[src/rtl/scmp_pkg.sv]
package scmp_pkg;
    localparam int WORD_W = 32;

    typedef enum logic [1:0] {
        K_TIMER = 2'd0,
        K_UPPER = 2'd1,
        K_LOWER = 2'd2,
        K_SKIP  = 2'd3
    } kind_e;

    typedef enum logic [1:0] {
        PS_LOW   = 2'd0,
        PS_TIMED = 2'd1,
        PS_HELD  = 2'd2
    } pstate_e;

    typedef struct packed {
        kind_e              kind;
        logic               dir;
        logic               posw;
        logic [WORD_W-1:0]  data;
    } entry_t;
endpackage

[src/rtl/scmp_buffer.sv]
module scmp_buffer
    import scmp_pkg::*;
#(
    parameter int DEPTH = 4,
    parameter int PTR_W = 2
) (
    input  logic             clk,
    input  logic             wr_en,
    input  logic [PTR_W-1:0] wr_addr,
    input  entry_t           wr_entry,
    input  logic [PTR_W-1:0] rd_addr,
    output entry_t           rd_entry
);
    entry_t slots [DEPTH];

    for (genvar g = 0; g < DEPTH; g++) begin : g_slot
        always_ff @(posedge clk) begin
            if (wr_en && (wr_addr == PTR_W'(g))) begin
                slots[g] <= wr_entry;
            end
        end
    end

    always_comb begin
        rd_entry = slots[rd_addr];
    end
endmodule

[src/rtl/scmp_compare.sv]
module scmp_compare #(
    parameter int POS_W = 64
) (
    input  logic [POS_W-1:0] position,
    input  logic [POS_W-1:0] target,
    input  logic             dir,
    output logic             hit
);
    logic [POS_W-1:0] diff;

    always_comb begin
        diff = position - target;
        hit  = dir ? ~diff[POS_W-1] : diff[POS_W-1];
    end
endmodule

[src/rtl/scmp_pulse.sv]
module scmp_pulse
    import scmp_pkg::*;
#(
    parameter int TMR_W = 16
) (
    input  logic             clk,
    input  logic             rst_n,
    input  logic             clr,
    input  logic             fire,
    input  logic             fire_posw,
    input  logic [TMR_W-1:0] width,
    output logic             out
);
    pstate_e          state, nstate;
    logic [TMR_W-1:0] tmr, ntmr;

    always_comb begin
        nstate = state;
        ntmr   = tmr;
        unique case (state)
            PS_LOW:   nstate = PS_LOW;
            PS_TIMED: begin
                if (tmr <= TMR_W'(1)) begin
                    nstate = PS_LOW;
                    ntmr   = '0;
                end else begin
                    ntmr = tmr - TMR_W'(1);
                end
            end
            PS_HELD:  nstate = PS_HELD;
            default:  nstate = PS_LOW;
        endcase
        if (fire) begin
            if (fire_posw) begin
                nstate = (state == PS_HELD) ? PS_LOW : PS_HELD;
                ntmr   = '0;
            end else begin
                nstate = PS_TIMED;
                ntmr   = (width == '0) ? TMR_W'(1) : width;
            end
        end
        if (clr) begin
            nstate = PS_LOW;
            ntmr   = '0;
        end
    end

    always_ff @(posedge clk or negedge rst_n) begin
        if (!rst_n) begin
            state <= PS_LOW;
            tmr   <= '0;
        end else begin
            state <= nstate;
            tmr   <= ntmr;
        end
    end

    always_comb begin
        out = (state != PS_LOW);
    end
endmodule

[src/rtl/stream_cmp_engine.sv]
module stream_cmp_engine
    import scmp_pkg::*;
#(
    parameter int DEPTH = 4,
    parameter int TMR_W = 16,
    parameter int CNT_W = 16,
    localparam int PTR_W = (DEPTH > 1) ? $clog2(DEPTH) : 1,
    localparam int POS_W = 2 * WORD_W
) (
    input  logic              clk,
    input  logic              rst_n,
    input  logic              enable,
    input  logic              wr_en,
    input  logic [PTR_W-1:0]  wr_addr,
    input  logic [1:0]        wr_kind,
    input  logic              wr_dir,
    input  logic              wr_posw,
    input  logic [WORD_W-1:0] wr_data,
    input  logic [PTR_W-1:0]  wr_ptr,
    input  logic [POS_W-1:0]  pos_a,
    input  logic [POS_W-1:0]  pos_b,
    input  logic              src_sel,
    output logic              cmp_out,
    output logic [CNT_W-1:0]  event_count
);
    entry_t            wr_entry, head;
    logic [PTR_W-1:0]  rd_ptr;
    logic [WORD_W-1:0] upper_q;
    logic [TMR_W-1:0]  width_q;
    logic [POS_W-1:0]  position;
    logic              pending, hit, consume, fire;

    always_comb begin
        wr_entry.kind = kind_e'(wr_kind);
        wr_entry.dir  = wr_dir;
        wr_entry.posw = wr_posw;
        wr_entry.data = wr_data;
    end

    scmp_buffer #(.DEPTH(DEPTH), .PTR_W(PTR_W)) buf_i (
        .clk      (clk),
        .wr_en    (wr_en),
        .wr_addr  (wr_addr),
        .wr_entry (wr_entry),
        .rd_addr  (rd_ptr),
        .rd_entry (head)
    );

    always_comb begin
        position = src_sel ? pos_b : pos_a;
        pending  = enable && (rd_ptr != wr_ptr);
    end

    scmp_compare #(.POS_W(POS_W)) cmp_i (
        .position (position),
        .target   ({upper_q, head.data}),
        .dir      (head.dir),
        .hit      (hit)
    );

    always_comb begin
        consume = pending && ((head.kind != K_LOWER) || hit);
        fire    = consume && (head.kind == K_LOWER);
    end

    always_ff @(posedge clk or negedge rst_n) begin
        if (!rst_n) begin
            rd_ptr      <= '0;
            event_count <= '0;
            upper_q     <= '0;
            width_q     <= '0;
        end else if (!enable) begin
            rd_ptr      <= '0;
            event_count <= '0;
        end else if (consume) begin
            rd_ptr      <= (rd_ptr == PTR_W'(DEPTH - 1)) ? '0 : rd_ptr + PTR_W'(1);
            event_count <= event_count + CNT_W'(1);
            if (head.kind == K_TIMER) width_q <= head.data[TMR_W-1:0];
            if (head.kind == K_UPPER) upper_q <= head.data;
        end
    end

    scmp_pulse #(.TMR_W(TMR_W)) pulse_i (
        .clk       (clk),
        .rst_n     (rst_n),
        .clr       (!enable),
        .fire      (fire),
        .fire_posw (head.posw),
        .width     (width_q),
        .out       (cmp_out)
    );
endmodule

[config.mk]
export PLATFORM = sky130hd
export DESIGN_NAME = stream_cmp_engine
export DESIGN_NICKNAME = d
export VERILOG_FILES = /design/src/rtl/scmp_pkg.sv /design/src/rtl/scmp_buffer.sv /design/src/rtl/scmp_compare.sv /design/src/rtl/scmp_pulse.sv /design/src/rtl/stream_cmp_engine.sv
export SDC_FILE = /design/constraint.sdc
export NUM_CORES = 1
export LEC_CHECK = 0
export ABC_AREA = 1
export BUFFER_PORTS_ARGS = -buffer_cell sky130_fd_sc_hd__buf_2
export CAP_MARGIN = 5
export CORE_MARGIN = 2
export CORE_UTILIZATION = 58
export CTS_CLUSTER_DIAMETER = 120
export CTS_CLUSTER_SIZE = 14
export DETAILED_ROUTE_END_ITERATION = 7
export PLACE_DENSITY_LB_ADDON = 0.15
export SYNTH_ARGS = -nofsm -noshare
export SYNTH_HDL_FRONTEND = slang
export SYNTH_HIERARCHICAL = 1
export SYNTH_SLANG_ARGS = --single-unit
[constraint.sdc]
create_clock -name clk -period 3.87 [get_ports clk]
set_input_delay 0 -clock clk [delete_from_list [all_inputs] [get_ports clk]]
set_output_delay 0 -clock clk [all_outputs]
set_load 0.005 [all_outputs]
-- Yosys cells after proc, flatten, opt, wreduce, memory -nomap -nowiden
Memories as Yosys holds them, arrays and structs flattened.
Index checks and enable logic that the tools add are counted.
- flip-flop bits (word level): 84
- RAM bits: 144
- word-level logic and storage cells: 79
- memories kept: 1
- add/subtract/negate cells: 4
- magnitude comparators: 1
- equality and inequality tests: 13
- multiplexer cells: 36
- bitwise gates (word level): 1
- reduce and logical (&&, ||, !) cells: 17
- memory list (memory ; depth ; bits a word ; rd ports ; clocked after Yosys merged registers in ; write ports ; RTL line ; RTL):
    buf_i.slots ; 4 ; 36 ; 1 ; 0 ; 1 ; scmp_buffer.sv:14 ; entry_t slots [DEPTH];
- operator list (kind ; count):
    16-bit two-way mux ; 8
    36-bit two-way mux ; 3
    36-bit OR reduction ; 3
    64-bit two-way mux ; 1
    64-bit subtractor ; 1
    2-bit two-way mux ; 11
    16-bit by 1-bit adder with 16-bit output, second input constant ; 1
    16-bit by 1-bit less-or-equal comparator with 1-bit output, second input constant ; 1
    16-bit logical NOT ; 1
    16-bit by 1-bit subtractor with 16-bit output, second input constant ; 1
    1-bit two-way mux ; 12
    2-bit equality test, second input constant ; 5
    1-bit logical AND ; 7
    2-bit by 1-bit equality test with 1-bit output, second input constant ; 3
    3-bit AND reduction ; 2
    2-bit logical NOT ; 2
    4-bit by 3-bit inequality test with 1-bit output, second input constant ; 1
    2-bit case mux with 2 select lines ; 1
    3-bit by 1-bit inequality test with 1-bit output, second input constant ; 1
    2-bit by 1-bit adder with 2-bit output, second input constant ; 1
    2-bit by 1-bit inequality test with 1-bit output, second input constant ; 1
    2-bit inequality test ; 1
    2-bit inequality test, second input constant ; 1
    2-bit nonzero test ; 1
    2 further kinds ; 2

-- Depth between registers and ports, before layout
Gate-level depths: netlist of the first run.
- word-level depth: 9
- gate-level depth with buffers: 34
- gate-level depth less buffers: 32

-- Hierarchy
Netlist of the first run, hierarchy kept.
- by module, submodules not included (module ; times used ; cells an instance ; area an instance (µm²)):
    scmp_buffer ; 1 ; 571 ; 6122.1
    stream_cmp_engine ; 1 ; 428 ; 3682.3
    scmp_compare ; 1 ; 294 ; 1740.4
    scmp_pulse ; 1 ; 225 ; 1430.1

-- Least setup slack after synthesis of the first run
Ideal clock, no wire load.
- kind: register to register
- from: register rd_ptr[0]
- to: register pulse_i.tmr[0]
- data arrival time: 3095 ps
- path slack: 658 ps
- cell stages (with the launch flop): 32
- period minus slack after synthesis: 3212 ps
- cells stage by stage: dfrtp_1 > buf_6 > inv_6 > buf_4 > nand2_1 > nand3_1 > nand2_1 > inv_1 > ha_1 > nand2_1 > nor2_1 > nand2_1 > nor2_1 > nand2_1 > nand2_1 > nor2_1 > nand2_1 > nand2_1 > nand3_1 > nand2_1 > nand3b_1 > nand2_1 > inv_1 > nand2_1 > nor2_1 > nor2_1 > inv_1 > nor2_4 > nor2_4 > buf_4 > nand2_1 > nand2_1
- RTL lines (what ; RTL line ; RTL):
    start, declared ; stream_cmp_engine.sv:27 ; logic [PTR_W-1:0] rd_ptr;
    start signal, assigned ; stream_cmp_engine.sv:76 ; rd_ptr <= (rd_ptr == PTR_W'(DEPTH - 1)) ? '0 : rd_ptr + PTR_W'(1);
    end signal, assigned ; scmp_pulse.sv:54 ; tmr <= ntmr;
    end, declared ; scmp_pulse.sv:15 ; logic [TMR_W-1:0] tmr, ntmr;

==> results of run 1 <==
[what timing repair did]
item,4_1_cts,5_1_grt
gates resized for setup,0,34
hold buffers,38,0
setup buffers,0,8
endpoints found under the setup margin,0,27
hold endpoints to repair,209,0
[report_power, final]
part           internal (W)  switching (W)  total, W
clock               0.00101       0.000842   0.00185
combinational       0.00155        0.00263   0.00417
sequential          0.00300       0.000304   0.00330
[how the worst max path moves through the flow]
stage | from | to | slack [ns] | cells after the start
after global routing | rd_ptr[0] | pulse_i/tmr[4] | -0.05 | 31
after floorplan | rd_ptr[0] | pulse_i/tmr[0] | 0.66 | 31
final | rd_ptr[0] | pulse_i/tmr[9] | 0.24 | 31
after CTS | rd_ptr[0] | pulse_i/tmr[9] | 0.11 | 27
after detailed placement | rd_ptr[0] | pulse_i/tmr[9] | 0.16 | 27
after global placement | rd_ptr[0] | pulse_i/tmr[11] | 0.33 | 27
[area by class of cell]
class	count	share of cell area
antenna	1	0.000163
clock buffer	32	0.0369
clock inverter	1	0.000732
inverter	287	0.0715
multi-input combinational	958	0.341
sequential	228	0.418
tap	280	0.0228
timing repair buffer	258	0.109
timing repair inverter	1	0.000570
[layer usage]
layer  vias to the layer above  global-route usage  part of all wire
li1                       5266                   -                 -
met1                      4807               0.354              0.43
met2                       349               0.431              0.49
met3                        46              0.0313             0.064
met4                         0              0.0655             0.019
met5                         -                   0                 0
[logic make-up after synthesis]
kind of cell    synth area share
flops                      0.495
mux                       0.0555
fa+ha+maj                 0.0636
simple gates               0.235
xor+xnor                 0.00800
compound gates            0.0361
buf+inv                    0.107
[cells in the mapped netlist (all sizes together) (15+ instances only)]
cell	number
a21oi	25
buf	42
dfrtp	84
edfxtp	144
ha	66
inv	286
mux2	64
nand2	503
nand3	109
nand4	15
nor2	85
o21ai	53
[state kept, by name (all words and copies together) (netlist names)]
register       count
event_count       16
pulse_i/state      2
buf_i/slots      144
width_q           16
upper_q           32
pulse_i/tmr       16
rd_ptr             2
[through the flow]
stage,std cells,hold slack (ns),setup TNS (ns),total power [W]
2_1_floorplan,1518,-0.296,0,0.00620
3_3_place_gp,1962,0.122,0,0.00707
3_5_place_dp,1962,0.121,0,0.00721
4_1_cts,2033,0.0946,0,0.00910
5_1_grt,2045,0.173,-0.326,0.0101
6_report,2046,0.114,0,0.00932
[critical path: cells and delay by family, from the launching register on]
family | cells | cell delay [ns]
simple gates | 24 | 2.02
buf+inv | 6 | 0.75
flops | 1 | 0.55
fa+ha+maj | 1 | 0.26
==> summary.txt, run 1 <==
CTS
  – Htree depth: 1
  – CTS Buffer Depth: 3
  – Clk sink count: 228
  – Clock latency at the later pin of the worst-skew pair: 0.50 ns
  – CTS tree: built
  – Root Driver: clkbuf_16
  – CTS buffer count: 20
  – Clock-pin slew on the worst setup and hold paths: 0.07 ns

Worst setup path
  – Slowest-stage cell, CP: dfrtp_4
  – Crit path arrival time: 4.07 ns
  – R2r endpoint: pulse_i/tmr[9]
  – Startpoint types: flop
  – CP most frequent cell: nand2_1
  – CP required: 4.30 ns
  – CP max stage delay: 0.55 ns
  – Crit. End Element: flop
  – Worst r2r path cells: 31
  – Internal reg-to-reg setup slack: 0.24 ns
  – R2R Path Start: rd_ptr[0]
  – Setup CP Type: reg -> reg
  – Crit path max fanout: 18

Timing
  – Pins over their slew limit: 0
  – Endpoints failing hold: 0
  – Peak Freq: 275 MHz
  – Slew margin rel.: 0.497
  – Final Worst Setup Slack: 0.237 ns
  – Actual slew at the worst max-slew pin: 0.755 ns
  – Final setup fails: 0
  – Layout Skew: 0.0151 ns
  – Final worst path period need: 3.63 ns
  – Final Cycle Share: 0.939

Yosys
  – Top cells by area in the synthesized netlist: edfxtp_1 33%, dfrtp_1 16%, nand2_1 14%
  – Async set or reset register ratio after synthesis: 0.368
  – Post-synth EDFFs: 144
  – Cells after Synth: 1518
  – Synth warn: 6
  – Seq cells post-synth: 228
  – Mapped Avg Cell Area: 8.55 sq um
  – Post-synth top area share: 0.333
  – Total nets after synthesis: 1757
  – Predominant post-synthesis flop cell: edfxtp_1
  – Largest area contributor in the netlist: edfxtp_1
  – Seq/Total Area, Yosys: 0.495
  – Unique masters post-synth: 37
  – Mapped cell area: 13000 sq um

Floorplanning
  – Die Area: 23600 sq um
  – Initial Util: 0.593
  – Width of the die: 154 um
  – Number of I/O pins: 190
  – Core Region: 21900 sq um
  – # rows: 54
  – Die Ht: 154 um

Cells and area
  – Final Net Count: 1993
  – Most common cell after layout, fill and taps aside: nand2_1
  – Filler cells: 1701
  – Sequential cell area: 6430 sq um
  – Area grow syn2layout: 18.5%
  – Most frequent cells in the layout: 483 x nand2_1, 207 x inv_1, 189 x buf_2
  – Final core occ: 0.703
  – Final instance area: 15400 sq um
  – Footprint of the multi-input gates: 5240 sq um
  – Share of layout cells above drive strength 1: 0.245

Route
  – Wire per inst: 14.9 um
  – Average vias per placed instance: 5.12
  – Vias: 10468
  – Drt total wl: 30.5 mm
  – Antenna violation net count after detailed routing: 0
  – Detailed Routing Iterations Pass 1: 6
  – Drc violations: 0
  – Initial DRC count: 735

GRT
  – Initial antenna violation count: 0
  – Vias in the first global route: 10052
  – Congestion Overflow GR: 0
  – First-pass GRT wire length: 49.1 mm
  – Largest net degree at the start of global routing: 73
  – Tot GR Track Use: 0.255

Place
  – Post-DP HPWL: 21.4 mm
  – Port bufs: 189
  – Gpl congestion: 0.897
  – Place WS: 0.164 ns
  – Placed inst area: 14200 sq um

Min path
  – Worst Hold Class: in -> reg
  – Min-delay src: wr_ptr[1]
  – Hold EP: rd_ptr[1]
  – WHS Path Cells: 7

Power and ir drop
  – P per Cell Area: 606 nW/um^2
  – VDD IR max: 354 uV
  – Pleak: 7.76 nW

Outcome
  – Status: complete, no violations

Flow run
  – Max cap viols: 0
(Power assumes the default switching activity.)
==> inputs of run 2 (changes only) <==
==> constraint.sdc (replaced) <==
create_clock -name clk -period 3.9 [get_ports clk]
set_input_delay 0 -clock clk [delete_from_list [all_inputs] [get_ports clk]]
set_output_delay 0 -clock clk [all_outputs]
set_load 0.005 [all_outputs]
==> run 2 against run 1 <==
Compared with the run above: via count is 0.23% lower; sequential share of layout area grew 0.24 points; critical path type unchanged; design area down 0.61%; total power fell by 2.1%; maximum frequency shrank 0.33%; setup slack better by 0.018 ns; largest power group unchanged; non-clock buffer count shrank 5; clock skew increased by 0.015 ns; combinational power is 3% lower; first-iteration DRC count up 0.41%; flip-flop and latch count stayed put; utilization fell by 0.43 points; largest cell class unchanged.
==> summary.txt, run 2 (same netlist as run 1, synthesis figures left out) <==
Route
  – Antenna violation net count after detailed routing: 0 (unchanged)
  – Initial DRC count: 738 (+0.41%)
  – Drt total wl: 30.1 mm (-1.4%)
  – Vias: 10444 (-0.23%)
  – Detailed Routing Iterations Pass 1: 7 (+1)
  – Average vias per placed instance: 5.12 (+0.16%)
  – Drc violations: 0 (unchanged)
  – Wire per inst: 14.8 um (-1.0%)

GRT
  – Largest net degree at the start of global routing: 73 (unchanged)
  – Tot GR Track Use: 0.249 (-0.00595)
  – First-pass GRT wire length: 47.8 mm (-2.6%)
  – Congestion Overflow GR: 0 (unchanged)
  – Vias in the first global route: 9859 (-1.9%)
  – Initial antenna violation count: 0 (unchanged)

Worst setup path
  – Internal reg-to-reg setup slack: 0.26 ns (+0.02 ns)
  – Crit path arrival time: 4.04 ns (-0.03 ns)
  – CP max stage delay: 0.48 ns (-0.07 ns)
  – CP most frequent cell: nand2_1
  – Crit. End Element: flop
  – Crit path max fanout: 36 (+18)
  – Setup CP Type: reg -> reg
  – Slowest-stage cell, CP: dfrtp_2
  – Startpoint types: flop
  – CP required: 4.29 ns (about the same)

Floorplanning
  – Core Region: 21900 sq um (unchanged)
  – Die Ht: 154 um (unchanged)
  – # rows: 54 (unchanged)
  – Initial Util: 0.593 (unchanged)
  – Width of the die: 154 um (unchanged)
  – Number of I/O pins: 190 (unchanged)
  – Die Area: 23600 sq um (unchanged)

Cells and area
  – Final core occ: 0.698 (-0.00429)
  – Largest regs: buf_i/slots x144, upper_q x32
  – Area grow syn2layout: 17.8%
  – Most frequent cells in the layout: 492 x nand2_1, 207 x inv_1, 188 x buf_2
  – Most common cell after layout, fill and taps aside: nand2_1
  – Largest Register: buf_i/slots
  – # diodes: 0 (-1)
  – Final Net Count: 1987 (-0.30%)
  – Share of layout cells above drive strength 1: 0.237 (-0.00756)
  – Max FFs per register: 144 (unchanged)

CTS
  – Clock-pin slew on the worst setup and hold paths: 0.07 ns (about the same)
  – CTS tree: built
  – CTS Buffer Depth: 3 (unchanged)
  – Clk sink count: 228 (unchanged)
  – Root Driver: clkbuf_16
  – Htree depth: 1 (unchanged)
  – Clock latency at the later pin of the worst-skew pair: 0.52 ns (+0.02 ns)
  – CTS buffer count: 20 (unchanged)

Timing
  – Final setup fails: 0 (unchanged)
  – Pins over their slew limit: 0 (unchanged)
  – Final worst path period need: 3.64 ns (+0.0119 ns)
  – Endpoints failing hold: 0 (unchanged)
  – Final Cycle Share: 0.935 (-0.00417)
  – Slew margin rel.: 0.496 (-0.000926)
  – Layout Skew: 0.0302 ns (+0.0150 ns)
  – Actual slew at the worst max-slew pin: 0.756 ns (+0.00139 ns)
  – Peak Freq: 274 MHz (-0.33%)

Place
  – Port bufs: 189 (unchanged)
  – Post-DP HPWL: 21.2 mm (-0.89%)
  – Gpl congestion: 0.898 (+0.10%)

Power and ir drop
  – VDD IR max: 422 uV (+19%)
  – P per Cell Area: 597 nW/um^2 (-1.5%)
  – Pleak: 7.71 nW (-0.60%)
  – Total power: 0.00913 W (-2.1%)

Flow run
  – Max cap viols: 0 (unchanged)

Min path
  – Worst Hold Class: in -> async

Outcome
  – Status: complete, no violations
==> run 2: cell types whose count changed in the layout (fill, tap and decap cells not counted), moves of 3 or more <==
cell / change
nand2_2: -9
nand2_1: +9
nor2_2: -3
nor2_1: +3
==> run 2: stage by stage <==
step	std cells	setup TNS (ns)	setup slack, ns	instance area, sq um	hold WS (ns)
2_1_floorplan	1518	0	0.688	13000	-0.296
3_3_place_gp	1962	0	0.363	14200	0.122
3_5_place_dp	1962	0	0.270	14200	0.122
4_1_cts	2032	0	0.204	15200	0.101
5_1_grt	2038	-0.804	-0.0758	15300	0.160
6_report	2038	0	0.255	15300	0.111
==> run 2: worst max-delay path, delay by kind of cell, from the launching register on <==
family | cells | cell delay, ns
buf+inv | 7 | 0.78
fa+ha+maj | 1 | 0.28
simple gates | 23 | 1.96
flops | 1 | 0.48
==> run 2: worst paths after layout <==
kind / startpoint / endpoint / depth (start not counted)
min in group clk: wr_ptr[1] / rd_ptr[1] / 7
min: rst_n / rd_ptr[0] / 2
max reg2reg: rd_ptr[0] / pulse_i/tmr[2] / 31
max in group asynchronous: rst_n / upper_q[23] / 3
max: rd_ptr[0] / pulse_i/tmr[2] / 31
min reg2reg: upper_q[20] / upper_q[20] / 2
==> run 2: layout make-up <==
type | instances | area [sq um]
clock buffer | 30 | 538
clock inverter | 2 | 41.3
fill | 1708 | 6610
inverter | 287 | 1090
multi-input combinational | 958 | 5220
sequential | 228 | 6430
tap | 280 | 350
timing repair buffer | 253 | 1620
==> run 2: repair_timing <==
item,in CTS,in global routing
endpoints found under the setup margin,0,27
hold endpoints to repair,208,0
setup buffers,0,5
hold buffers,38,0
resized for setup,0,18
==> run 2: metal layers <==
layer	GRT usage	up-vias	wire, um
li1	-	5254	-
met1	0.343	4819	13200
met2	0.422	330	14400
met3	0.0341	41	1790
met4	0.0625	0	625
met5	0	-	0
==> run 2: report_power, final <==
group          leakage, nW  internal [W]  total (W)  switching [W]
Sequential            2.41       0.00297    0.00327       0.000296
Clock                0.276      0.000966    0.00183       0.000860
Combinational         5.02       0.00148    0.00403        0.00256
Total                 7.71       0.00542    0.00913        0.00371
==> inputs of run 3 (changes only) <==
--- a/config.mk
+++ b/config.mk
@@ -5,11 +5,10 @@
 export SDC_FILE = /design/constraint.sdc
 export NUM_CORES = 1
 export LEC_CHECK = 0
-export ABC_AREA = 1
 export BUFFER_PORTS_ARGS = -buffer_cell sky130_fd_sc_hd__buf_2
 export CAP_MARGIN = 5
 export CORE_MARGIN = 2
-export CORE_UTILIZATION = 58
+export CORE_UTILIZATION = 57
 export CTS_CLUSTER_DIAMETER = 120
 export CTS_CLUSTER_SIZE = 14
 export DETAILED_ROUTE_END_ITERATION = 7
==> run 3 against run 2 <==
Compared with the run above: the flow now finishes with violations (negative setup slack); utilization up 3.9 points; first-iteration DRC count down 26%; largest cell class unchanged; via count down 22%; largest power group unchanged; sequential power about the same; die area down 8.7%; flip-flop and latch count unchanged.
==> summary.txt, run 3 <==
Outcome
  – Status: finished, violations left
  – Failing checks: negative setup slack

Worst setup path
  – Slowest-stage cell, CP: mux4_1
  – CP max stage delay: 0.63 ns (+0.15 ns)
  – Crit path max fanout: 6 (-83%)
  – Setup CP Type: reg -> reg
  – CP most frequent cell: nand3_1
  – Crit path arrival time: 4.89 ns (+0.85 ns)
  – Startpoint types: flop
  – Crit path cell chain: buf_12 > buf_8 > mux4_1 > inv_1 > ha_1 > a21o_1 > nand3_1 > a311oi_1 > o311ai_1 > nand4_1 > xnor2_1 > or3b_4 > o211ai_1 > nor3b_4 > or2_4 > nor2_4 > nand3_2 > or4b_1 > nand3_1
  – R2r endpoint: pulse_i/tmr[15]
  – CP required: 4.33 ns (+0.04 ns)
  – R2R Path Start: rd_ptr[0]
  – Internal reg-to-reg setup slack: -0.56 ns (-0.81 ns)
  – Crit. End Element: flop
  – Worst r2r path cells: 19 (-39%)

Yosys
  – Top cells by count, synth: 144 x edfxtp_1, 102 x mux2_2, 84 x dfrtp_1
  – Mapped cell area: 11600 sq um (-11%)
  – Mapped Avg Cell Area: 14.2 sq um (+66%)
  – Seq/Total Area, Yosys: 0.553 (+0.0582)
  – Post-synth top area share: 0.372 (+0.0391)
  – Cells after Synth: 819 (-46%)
  – Unique masters post-synth: 66 (+78%)
  – Most instantiated library cell after synthesis: edfxtp_1
  – Synth warn: 6 (unchanged)
  – Predominant post-synthesis flop cell: edfxtp_1
  – Seq cells post-synth: 228 (unchanged)
  – Post-synth EDFFs: 144 (unchanged)
  – Largest area contributor in the netlist: edfxtp_1
  – Total nets after synthesis: 1058 (-40%)
  – Async set or reset register ratio after synthesis: 0.368 (unchanged)
  – Top cells by area in the synthesized netlist: edfxtp_1 37%, dfrtp_1 18%, mux2_2 9.9%

Floorplanning
  – Core Region: 20100 sq um (-8.2%)
  – Die Ht: 147 um (-4.5%)
  – # rows: 52 (-3.7%)
  – Width of the die: 147 um (-4.5%)
  – Initial Util: 0.578 (-0.0152)
  – Die Area: 21500 sq um (-8.7%)
  – Number of I/O pins: 190 (unchanged)

Cells and area
  – Filler cells: 1320 (-23%)
  – Most frequent cells in the layout: 188 x buf_2, 144 x edfxtp_1, 102 x mux2_2
  – Non-Filler Instances: 1415 (-31%)
  – Sequential cell area: 6430 sq um (about the same)
  – Share of layout cells above drive strength 1: 0.452 (+0.215)
  – Footprint of the multi-input gates: 5070 sq um (-2.8%)
  – Most common cell after layout, fill and taps aside: buf_2
  – Area grow syn2layout: 27.6%
  – Final Net Count: 1372 (-31%)
  – # diodes: 0 (unchanged)
  – Max FFs per register: 144 (unchanged)
  – Largest Register: buf_i/slots
  – Largest regs: buf_i/slots x144, upper_q x32

GRT
  – Tot GR Track Use: 0.254 (+0.00468)
  – Congestion Overflow GR: 0 (unchanged)
  – Vias in the first global route: 7916 (-20%)
  – First-pass GRT wire length: 42.7 mm (-11%)
  – Largest net degree at the start of global routing: 51 (-30%)
  – Initial antenna violation count: 0 (unchanged)

CTS
  – CTS Buffer Depth: 3 (unchanged)
  – Htree depth: 1 (unchanged)
  – CTS tree: built
  – Clock latency at the later pin of the worst-skew pair: 0.51 ns (about the same)
  – Root Driver: clkbuf_16
  – Clk sink count: 228 (unchanged)
  – Clock-pin slew on the worst setup and hold paths: 0.07 ns (about the same)
  – CTS buffer count: 20 (unchanged)

Route
  – Drc violations: 0 (unchanged)
  – Drt total wl: 28.8 mm (-4.3%)
  – Wire per inst: 20.3 um (+38%)
  – Vias: 8159 (-22%)
  – Initial DRC count: 544 (-26%)
  – Average vias per placed instance: 5.77 (+13%)
  – Detailed Routing Iterations Pass 1: 7 (unchanged)
  – Antenna violation net count after detailed routing: 0 (unchanged)

Place
  – Place WS: -0.710 ns (-0.981 ns)
  – Placed insts: 1327 (-32%)
  – Port bufs: 189 (unchanged)
  – Gpl congestion: 0.867 (-3.5%)
  – Post-DP HPWL: 19.9 mm (-5.8%)

Timing
  – Final setup fails: 21 (+21)
  – Final worst path period need: 4.46 ns (+0.815 ns)
  – Layout Skew: 0.0185 ns (-0.0117 ns)
  – Setup repair after global routing missed its margin: yes
  – Setup TNS: -7.66 ns (-7.66 ns)
  – Actual slew at the worst max-slew pin: 0.975 ns (+0.219 ns)
  – Final Worst Setup Slack: -0.559 ns (-0.815 ns)
  – Final Cycle Share: 1.14 (+0.209)
  – Slew margin rel.: 0.350 (-0.146)
  – Pins over their slew limit: 0 (unchanged)
  – Peak Freq: 224 MHz (-18%)
  – Endpoints failing hold: 0 (unchanged)

Flow run
  – Max cap viols: 0 (unchanged)

Min path
  – Worst Hold Class: in -> async

Power and ir drop
  – Total power: 0.00839 W (-8.1%)
  – Pleak: 6.21 nW (-19%)
  – P per Cell Area: 566 nW/um^2 (-5.2%)
  – VDD IR max: 406 uV (-3.9%)
## run 3: cell types whose count changed in the layout (fill, tap and decap cells not counted), sizes merged, moves of 16 or more
cell,previous run,this run
nor2,85,20
inv,286,68
mux4,0,36
nand2,503,41
mux2,64,112
nor4,0,16
buf,214,278
nand3,109,26
o21ai,53,18
## run 3: kinds of logic after synthesis
logic type	count (synthesis)	share of synthesized area
xor+xnor	9	0.00808
buf+inv	93	0.0391
flops	228	0.553
fa+ha+maj	66	0.0711
compound gates	105	0.0612
simple gates	166	0.0800
mux	152	0.187
## run 3: worst max-delay path by stage
stage | end | cells after the start | from
6_report | pulse_i/tmr[15] | 19 | rd_ptr[0]
5_1_grt | pulse_i/tmr[15] | 20 | rd_ptr[0]
2_1_floorplan | pulse_i/tmr[15] | 22 | rd_ptr[0]
3_5_place_dp | pulse_i/tmr[0] | 20 | rd_ptr[0]
3_3_place_gp | pulse_i/tmr[15] | 20 | rd_ptr[0]
4_1_cts | pulse_i/tmr[15] | 19 | rd_ptr[0]
## run 3: timing repair
item | in CTS | in global routing
cloned | 0 | 1
hold buffers | 38 | 0
hold endpoints to repair | 204 | 0
pin swaps | 1 | 25
gates resized for setup | 8 | 61
setup buffers | 1 | 16
endpoints found under the setup margin | 27 | 31
## run 3: routing by layer
metal,vias up,GRT usage,share of wire
li1,3798,-,-
met1,4060,0.362,0.43
met2,273,0.431,0.50
met3,28,0.0373,0.056
met4,0,0.0364,0.011
met5,-,0,0
## run 3: critical path, delay by kind of cell, from the launching register on
family,cells,cell delay [ns]
AND/OR/NAND/NOR,9,1.81
AO/OA/AOI/OAI,4,0.78
multiplexers,1,0.63
flip-flops,1,0.40
buffers and inverters,3,0.37
adder cells (fa/ha/maj),1,0.25
XOR/XNOR,1,0.18
## run 3: area by class of cell
type                            count  share of cell area
Sequential cell                   228               0.434
Multi-Input combinational cell    498               0.342
Timing Repair Buffer              317               0.145
Clock buffer                       32              0.0368
Tap cell                          270              0.0228
Inverter                           68              0.0172
Clock inverter                      2             0.00186
## run 3: metrics by stage
stage,area [sq um],util,hold slack [ns]
6_report,14800,0.737,0.0915
5_1_grt,14800,0.737,0.155
4_1_cts,14300,0.714,0.0986
3_5_place_dp,13400,0.665,0.0847
3_3_place_gp,13400,0.665,0.0857
2_1_floorplan,11700,-,-0.296
## run 3: power by group
group | switching, W | total (W) | internal (W)
Clock | 0.000853 | 0.00182 | 0.000968
Combinational | 0.00162 | 0.00333 | 0.00171
Sequential | 0.000281 | 0.00324 | 0.00296
Total | 0.00276 | 0.00839 | 0.00564
